--- src/rtl/msix_pkg.sv ---
`timescale 1ns/1ps
package msix_pkg;
  localparam int VEC_IDX_W   = 2;
  localparam int NUM_VEC     = 1 << VEC_IDX_W;
  localparam int WORD_IDX_W  = VEC_IDX_W + 2;
  localparam int TBL_WORDS   = NUM_VEC * 4;
  localparam int DATA_W      = 32;
  localparam int CAP_WORDS   = 3;
  localparam logic [1:0] OFF_LO   = 2'd0;
  localparam logic [1:0] OFF_HI   = 2'd1;
  localparam logic [1:0] OFF_DATA = 2'd2;
  localparam logic [1:0] OFF_CTRL = 2'd3;

  typedef struct packed {
    logic                 capStart;
    logic                 capWe;
    logic                 capDone;
    logic [1:0]           capIdx;
    logic [VEC_IDX_W-1:0] capVec;
    logic                 issueLoad;
    logic [VEC_IDX_W-1:0] issueVec;
  } ctrlStrobes_t;

  function automatic logic [VEC_IDX_W-1:0] lowestSet(input logic [NUM_VEC-1:0] bits);
    logic [VEC_IDX_W-1:0] idx;
    idx = '0;
    for (int i = NUM_VEC - 1; i >= 0; i--)
      if (bits[i]) idx = VEC_IDX_W'(i);
    return idx;
  endfunction
endpackage

--- src/rtl/msix_datapath.sv ---
`timescale 1ns/1ps
module msix_datapath
  import msix_pkg::*;
(
  input  logic                  clk,
  input  logic                  rstN,
  input  logic                  hostWe,
  input  logic                  hostRe,
  input  logic [WORD_IDX_W-1:0] hostWordAddr,
  input  logic [DATA_W-1:0]     hostWdata,
  output logic [DATA_W-1:0]     hostRdata,
  input  logic [NUM_VEC-1:0]    irqReq,
  input  logic                  funcMask,
  input  logic                  msgReady,
  input  ctrlStrobes_t          strobes,
  output logic [NUM_VEC-1:0]    captureReq,
  output logic [NUM_VEC-1:0]    eligible,
  output logic [NUM_VEC-1:0]    maskVec,
  output logic [NUM_VEC-1:0]    shadowValid,
  output logic [NUM_VEC-1:0]    pendingBits,
  output logic                  msgValid,
  output logic [2*DATA_W-1:0]   msgAddr,
  output logic [DATA_W-1:0]     msgData
);
  logic [DATA_W-1:0] tableMem [TBL_WORDS];
  logic [DATA_W-1:0] shadowLo [NUM_VEC];
  logic [DATA_W-1:0] shadowHi [NUM_VEC];
  logic [DATA_W-1:0] shadowDt [NUM_VEC];

  logic [VEC_IDX_W-1:0]  hostVec;
  logic [1:0]            hostOff;
  logic [WORD_IDX_W-1:0] capWordIdx;
  logic [DATA_W-1:0]     capWord;
  logic                  ctrlWrite;

  assign hostVec    = hostWordAddr[WORD_IDX_W-1:2];
  assign hostOff    = hostWordAddr[1:0];
  assign ctrlWrite  = hostWe && (hostOff == OFF_CTRL);
  assign capWordIdx = {strobes.capVec, strobes.capIdx};
  assign capWord    = tableMem[capWordIdx];

  // Table storage and host read port
  always_ff @(posedge clk) begin
    if (!rstN) begin
      for (int i = 0; i < TBL_WORDS; i++)
        tableMem[i] <= ((i % 4) == 3) ? DATA_W'(1) : '0;
      hostRdata <= '0;
    end else begin
      if (hostWe) tableMem[hostWordAddr] <= hostWdata;
      if (hostRe) hostRdata <= tableMem[hostWordAddr];
    end
  end

  // Shadow capture, one word per cycle
  always_ff @(posedge clk) begin
    if (!rstN) begin
      for (int i = 0; i < NUM_VEC; i++) begin
        shadowLo[i] <= '0;
        shadowHi[i] <= '0;
        shadowDt[i] <= '0;
      end
    end else if (strobes.capWe) begin
      case (strobes.capIdx)
        OFF_LO:   shadowLo[strobes.capVec] <= capWord;
        OFF_HI:   shadowHi[strobes.capVec] <= capWord;
        OFF_DATA: shadowDt[strobes.capVec] <= capWord;
        default:  ;
      endcase
    end
  end

  // Per-vector mask, capture request, shadow valid and pending state
  for (genvar v = 0; v < NUM_VEC; v++) begin : g_vec
    logic hit, unmaskEvt, maskEvt;
    assign maskVec[v] = tableMem[v*4 + 3][0];
    assign hit        = ctrlWrite && (hostVec == VEC_IDX_W'(v));
    assign unmaskEvt  = hit && maskVec[v] && !hostWdata[0];
    assign maskEvt    = hit && hostWdata[0];

    always_ff @(posedge clk) begin
      if (!rstN) begin
        captureReq[v]  <= 1'b0;
        shadowValid[v] <= 1'b0;
        pendingBits[v] <= 1'b0;
      end else begin
        if (unmaskEvt)
          captureReq[v] <= 1'b1;
        else if (strobes.capStart && strobes.capVec == VEC_IDX_W'(v))
          captureReq[v] <= 1'b0;

        if (unmaskEvt || maskEvt)
          shadowValid[v] <= 1'b0;
        else if (strobes.capDone && strobes.capVec == VEC_IDX_W'(v)
                 && !maskVec[v] && !captureReq[v])
          shadowValid[v] <= 1'b1;

        if (irqReq[v])
          pendingBits[v] <= 1'b1;
        else if (strobes.issueLoad && strobes.issueVec == VEC_IDX_W'(v))
          pendingBits[v] <= 1'b0;
      end
    end
  end

  assign eligible = pendingBits & ~maskVec & shadowValid & {NUM_VEC{!funcMask}};

  // Message output register
  always_ff @(posedge clk) begin
    if (!rstN) begin
      msgValid <= 1'b0;
      msgAddr  <= '0;
      msgData  <= '0;
    end else if (strobes.issueLoad) begin
      msgValid <= 1'b1;
      msgAddr  <= {shadowHi[strobes.issueVec], shadowLo[strobes.issueVec]};
      msgData  <= shadowDt[strobes.issueVec];
    end else if (msgValid && msgReady) begin
      msgValid <= 1'b0;
    end
  end
endmodule

--- src/rtl/msix_control.sv ---
`timescale 1ns/1ps
module msix_control
  import msix_pkg::*;
(
  input  logic               clk,
  input  logic               rstN,
  input  logic [NUM_VEC-1:0] captureReq,
  input  logic [NUM_VEC-1:0] eligible,
  input  logic               msgValid,
  output ctrlStrobes_t       strobes
);
  logic                 capBusy;
  logic [VEC_IDX_W-1:0] curVec;
  logic [1:0]           curIdx;

  always_comb begin
    strobes = '0;
    if (capBusy) begin
      strobes.capWe   = 1'b1;
      strobes.capVec  = curVec;
      strobes.capIdx  = curIdx;
      strobes.capDone = (curIdx == 2'(CAP_WORDS - 1));
    end else if (|captureReq) begin
      strobes.capStart = 1'b1;
      strobes.capVec   = lowestSet(captureReq);
    end
    if (!msgValid && |eligible) begin
      strobes.issueLoad = 1'b1;
      strobes.issueVec  = lowestSet(eligible);
    end
  end

  always_ff @(posedge clk) begin
    if (!rstN) begin
      capBusy <= 1'b0;
      curVec  <= '0;
      curIdx  <= '0;
    end else if (strobes.capStart) begin
      capBusy <= 1'b1;
      curVec  <= strobes.capVec;
      curIdx  <= '0;
    end else if (capBusy) begin
      if (strobes.capDone) capBusy <= 1'b0;
      else                 curIdx  <= curIdx + 2'd1;
    end
  end
endmodule

--- src/rtl/msix_table_top.sv ---
`timescale 1ns/1ps
module msix_table_top
  import msix_pkg::*;
(
  input  logic                  clk,
  input  logic                  rstN,
  input  logic                  hostWe,
  input  logic                  hostRe,
  input  logic [WORD_IDX_W-1:0] hostWordAddr,
  input  logic [DATA_W-1:0]     hostWdata,
  output logic [DATA_W-1:0]     hostRdata,
  input  logic [NUM_VEC-1:0]    irqReq,
  input  logic                  funcMask,
  output logic                  msgValid,
  input  logic                  msgReady,
  output logic [2*DATA_W-1:0]   msgAddr,
  output logic [DATA_W-1:0]     msgData,
  output logic [NUM_VEC-1:0]    pendingBits
);
  ctrlStrobes_t       strobes;
  logic [NUM_VEC-1:0] captureReq;
  logic [NUM_VEC-1:0] eligible;
  logic [NUM_VEC-1:0] maskVec;
  logic [NUM_VEC-1:0] shadowValid;

  msix_control u_ctrl (
    .clk(clk), .rstN(rstN), .captureReq(captureReq), .eligible(eligible),
    .msgValid(msgValid), .strobes(strobes)
  );

  msix_datapath u_dp (
    .clk(clk), .rstN(rstN), .hostWe(hostWe), .hostRe(hostRe),
    .hostWordAddr(hostWordAddr), .hostWdata(hostWdata), .hostRdata(hostRdata),
    .irqReq(irqReq), .funcMask(funcMask), .msgReady(msgReady), .strobes(strobes),
    .captureReq(captureReq), .eligible(eligible), .maskVec(maskVec),
    .shadowValid(shadowValid), .pendingBits(pendingBits), .msgValid(msgValid),
    .msgAddr(msgAddr), .msgData(msgData)
  );
endmodule

--- config.mk ---
export PLATFORM = sky130hd
export DESIGN_NAME = msix_table_top
export DESIGN_NICKNAME = d
export VERILOG_FILES = /design/src/rtl/msix_pkg.sv /design/src/rtl/msix_datapath.sv /design/src/rtl/msix_control.sv /design/src/rtl/msix_table_top.sv
export SDC_FILE = /design/constraint.sdc
export NUM_CORES = 2
export LEC_CHECK = 0
export BUFFER_PORTS_ARGS = -buffer_cell sky130_fd_sc_hd__buf_4
export CORE_ASPECT_RATIO = 2
export CORE_MARGIN = 8
export CORE_UTILIZATION = 45
export CTS_CLUSTER_SIZE = 28
export DETAILED_ROUTE_END_ITERATION = 10
export SYNTH_ARGS = -nofsm -noshare
export SYNTH_HDL_FRONTEND = slang
export SYNTH_SLANG_ARGS = --single-unit
--- constraint.sdc ---
create_clock -name clk -period 5.2 [get_ports clk]
set_input_delay 0.52 -clock clk [delete_from_list [all_inputs] [get_ports clk]]
set_output_delay 0.52 -clock clk [all_outputs]
set_load 0.02 [all_outputs]
==> flow_summary_export.csv <==
group,metric,value,unit
route,drtAntennaViolNets,0,
clocking,cts.path.max_buffers,3,
worst_setup_path,cpMostUsedCell,"o22ai_1",
final_layout,multiInputGateArea,17600,sq um
final_layout,nNetsFinal,3905,
route,drt_iter0_drc,4015,
worst_hold_path,hold_path.class,"input pin to register",
clocking,htreeDepth,3,
clocking,cts_root_buf,"clkbuf_16",
timing,timing.fmax,273,MHz
global_routing,grt_max_degree,172,
yosys,syn-cell-area,48800,sq um
floorplan,rows,171,
final_layout,final-seq-area,29800,sq um
yosys,yosysSeqAreaShare,0.611,
route,routedWlPerCell,31.5,um
final_layout,layout_commonest_cell,"edfxtp_1",
timing,holdWs,0.201,ns
clocking,cts_resized,0,
yosys,syn_nets,3888,
placed_design,gp_congestion,0.880,
worst_setup_path,rrSetupSlack,1.53,ns
worst_setup_path,crit_family,"compound AO/OA/AOI/OAI gates",
floorplan,core-area,108000,sq um
final_layout,fill_cells,9212,
global_routing,gr-usage-met2,0.434,
timing,min_period,3.67,ns
yosys,ys_types,62,
final_layout,final-instance-count-excl-fill,5329,
yosys,synthCells,3841,
worst_setup_path,r2r_cells,6,
route,route.detailed.drc,0,
clocking,tritoncts,"yes",
placed_design,hpwlAfterDp,99500,um
worst_hold_path,holdPathStages,2,
floorplan,die_w,249,um
placed_design,io_buffers,178,
floorplan,chipHeight,482,um
placed_design,placed_cells,5138,
floorplan,dieArea,120000,sq um
global_routing,grt_overflow_total,0,
global_routing,grt_busiest_layer,"met2",
timing,worst_slew_pin_slew,1.34,ns
route,drt_wl_total,168000,um
worst_setup_path,timing.rr.start,"u_ctrl.capBusy",
placed_design,dp_slack,1.65,ns
worst_setup_path,worstPathArrival,4.07,ns
final_layout,drive_gt1_frac,0.200,
final_layout,syn2layout_area_growth,12.5,%
global_routing,grt_pass1_wl,241000,um
global_routing,grt_util_met1,0.348,
timing,skew,0.0215,ns
worst_setup_path,crit_buf_inv,1,
global_routing,grt_pass1_vias,34100,
timing,final_max_slew_viol_count,0,
worst_setup_path,worstSetupPathType,"register to register",
route,dr.pass1.iters,9,
timing,rsz0062_at_grt,"false",
yosys,synth_top_cell_by_area,"edfxtp_1",
outcome,status,"completed",
yosys,ys_async_sr_fraction,0,
yosys,synth_area_per_cell,12.7,sq um
timing,setup_violations,0,
yosys,synth_top_area_frac,0.551,
worst_setup_path,cp_cell_sequence,"nand2_4 > buf_4 > o22ai_1 > mux2i_1 > o21ai_1 > o22ai_1",
worst_hold_path,worstHoldStart,"hostWdata[25]",
timing,hold_violations,0,
clocking,worstSkewPairLatency,0.71,ns
yosys,synth-edff-count,896,
yosys,yosysWarningCount,0,
global_routing,use_met3,0.0454,
worst_setup_path,worst_path_largest_cell_delay,0.91,ns
clocking,clock_sinks,1042,
final_layout,final_cell_mix,"edfxtp_1 (896), and2_1 (509), o22ai_1 (332)",
global_routing,track_usage,0.272,
route,viasPerCell,6.49,
route,routed-via-count,34600,
floorplan,ios,179,
global_routing,antenna_found_initial,5,
yosys,synth_area_leaders,"edfxtp_1 (55%), and2_1 (6.6%), dfxtp_1 (6.0%), mux4_2 (5.9%), o22ai_1 (4.3%)",
pwr,vdd_ir_drop_max,0.000281,V
flow_run,cap_violations,0,
worst_setup_path,required,5.60,ns
worst_setup_path,cpMaxStageDelayCell,"o21ai_1",
timing,tns,0,ns
floorplan,initial_core_util,0.452,
pwr,cellLeakagePower,18.6,nW
worst_hold_path,hold_end,"u_dp.tableMem[13][25]",
worst_setup_path,rr_endpoint,"u_dp.shadowHi[3][8]",
timing,max_slew_margin,0.107,
clocking,clkTransAtPathRegs,0.07,ns
timing,fin_ws,1.53,ns
yosys,synth-seq-cells,1042,
pwr,power_per_cell_area,341,nW/um^2
timing,period_share,0.705,
worst_setup_path,end_kind,"register",
yosys,ys.flop_type,"edfxtp_1",
worst_setup_path,worstPathMaxFanout,53,
worst_setup_path,start_kind,"register",
clocking,cts_buffers,97,
worst max path at each step:
stage,startpoint,endpoint,cells after the start,slack (ns)
final,u_ctrl.capBusy,u_dp.shadowHi[3][8],6,1.53
after global routing,u_ctrl.capBusy,u_dp.shadowHi[3][8],6,1.54
after CTS,u_ctrl.capBusy,u_dp.shadowHi[3][8],6,1.64
after detailed placement,u_ctrl.capBusy,u_dp.shadowHi[3][8],6,1.65
after floorplan,hostWordAddr[0],u_dp.shadowValid[2],8,0.92
after global placement,rstN,u_dp.tableMem[8][8],5,1.72
synthesized netlist by cell type (121+ instances only):
cell type and number:
clkbuf_1 206, and2_1 511, mux2_2 121, nor2_1 327
a21oi_1 152, dfxtp_1 146, mux4_2 128, a31oi_1 130
o21ai_0 242, o22ai_1 332, mux2i_1 129, edfxtp_1 896
repair_timing:
| item | 4_1_cts | 5_1_grt |
|---|---|---|
| endpoints found under the setup margin | 0 | 0 |
| hold buffers | 5 | 0 |
| hold endpoints to repair | 5 | 0 |
| buffers inserted | 0 | 0 |
metal layers:
layer / up-vias / routed length, um
met1: 17500 / 64500
met3: 358 / 14500
li1: 14700 / -
met4: 4 / 10900
met2: 2009 / 78000
met5: - / 22
logic make-up (layout without fill, tap and decap cells):
kind of cell / Yosys count / in the layout / share of synthesized area
other cells: 0 / 2 / 0
mux: 378 / 378 / 0.113
simple gates: 959 / 959 / 0.103
compound gates: 1079 / 1079 / 0.135
buf+inv: 381 / 483 / 0.0362
flops: 1042 / 1042 / 0.611
fa+ha+maj: 1 / 1 / 0.000256
xor+xnor: 1 / 1 / 0.000180
final cells by class:
type / instances / area share
sequential: 1042 / 0.544
multi-input combinational: 2418 / 0.321
antenna: 2 / 0.0000912
tap: 1384 / 0.0315
clock inverter: 63 / 0.0117
clock buffer: 121 / 0.0489
timing repair buffer: 291 / 0.0430
inverter: 8 / 0.000547
report_power, final:
group | total, mW | internal [mW] | switching, mW
combinational | 1.53 | 0.538 | 0.995
clock | 7.52 | 4.19 | 3.33
sequential | 9.64 | 9.43 | 0.215
total | 18.7 | 14.2 | 4.54
per-stage QoR:
stage,util,instance area [sq um],total power [mW]
floorplan,-,48800,10.6
global placement,0.477,51500,11.3
detailed placement,0.477,51500,11.3
CTS,0.508,54900,18.7
global route,0.508,54900,19.2
finish,0.508,54900,18.7
state kept, by name, summed over array words and instances (netlist names):
name and count:
u_dp.tableMem 512, u_dp.shadowHi 128, u_dp.captureReq 4, u_dp.msgData 32
u_dp.hostRdata 32, u_dp.shadowValid 4, u_ctrl.capBusy 1, u_dp.shadowLo 128
u_dp.msgValid 1, u_dp.msgAddr 64, u_ctrl.curVec 2, u_ctrl.curIdx 2
u_dp.shadowDt 128, u_dp.pendingBits 4
No activity file was read; power rests on OpenSTA's default activity.
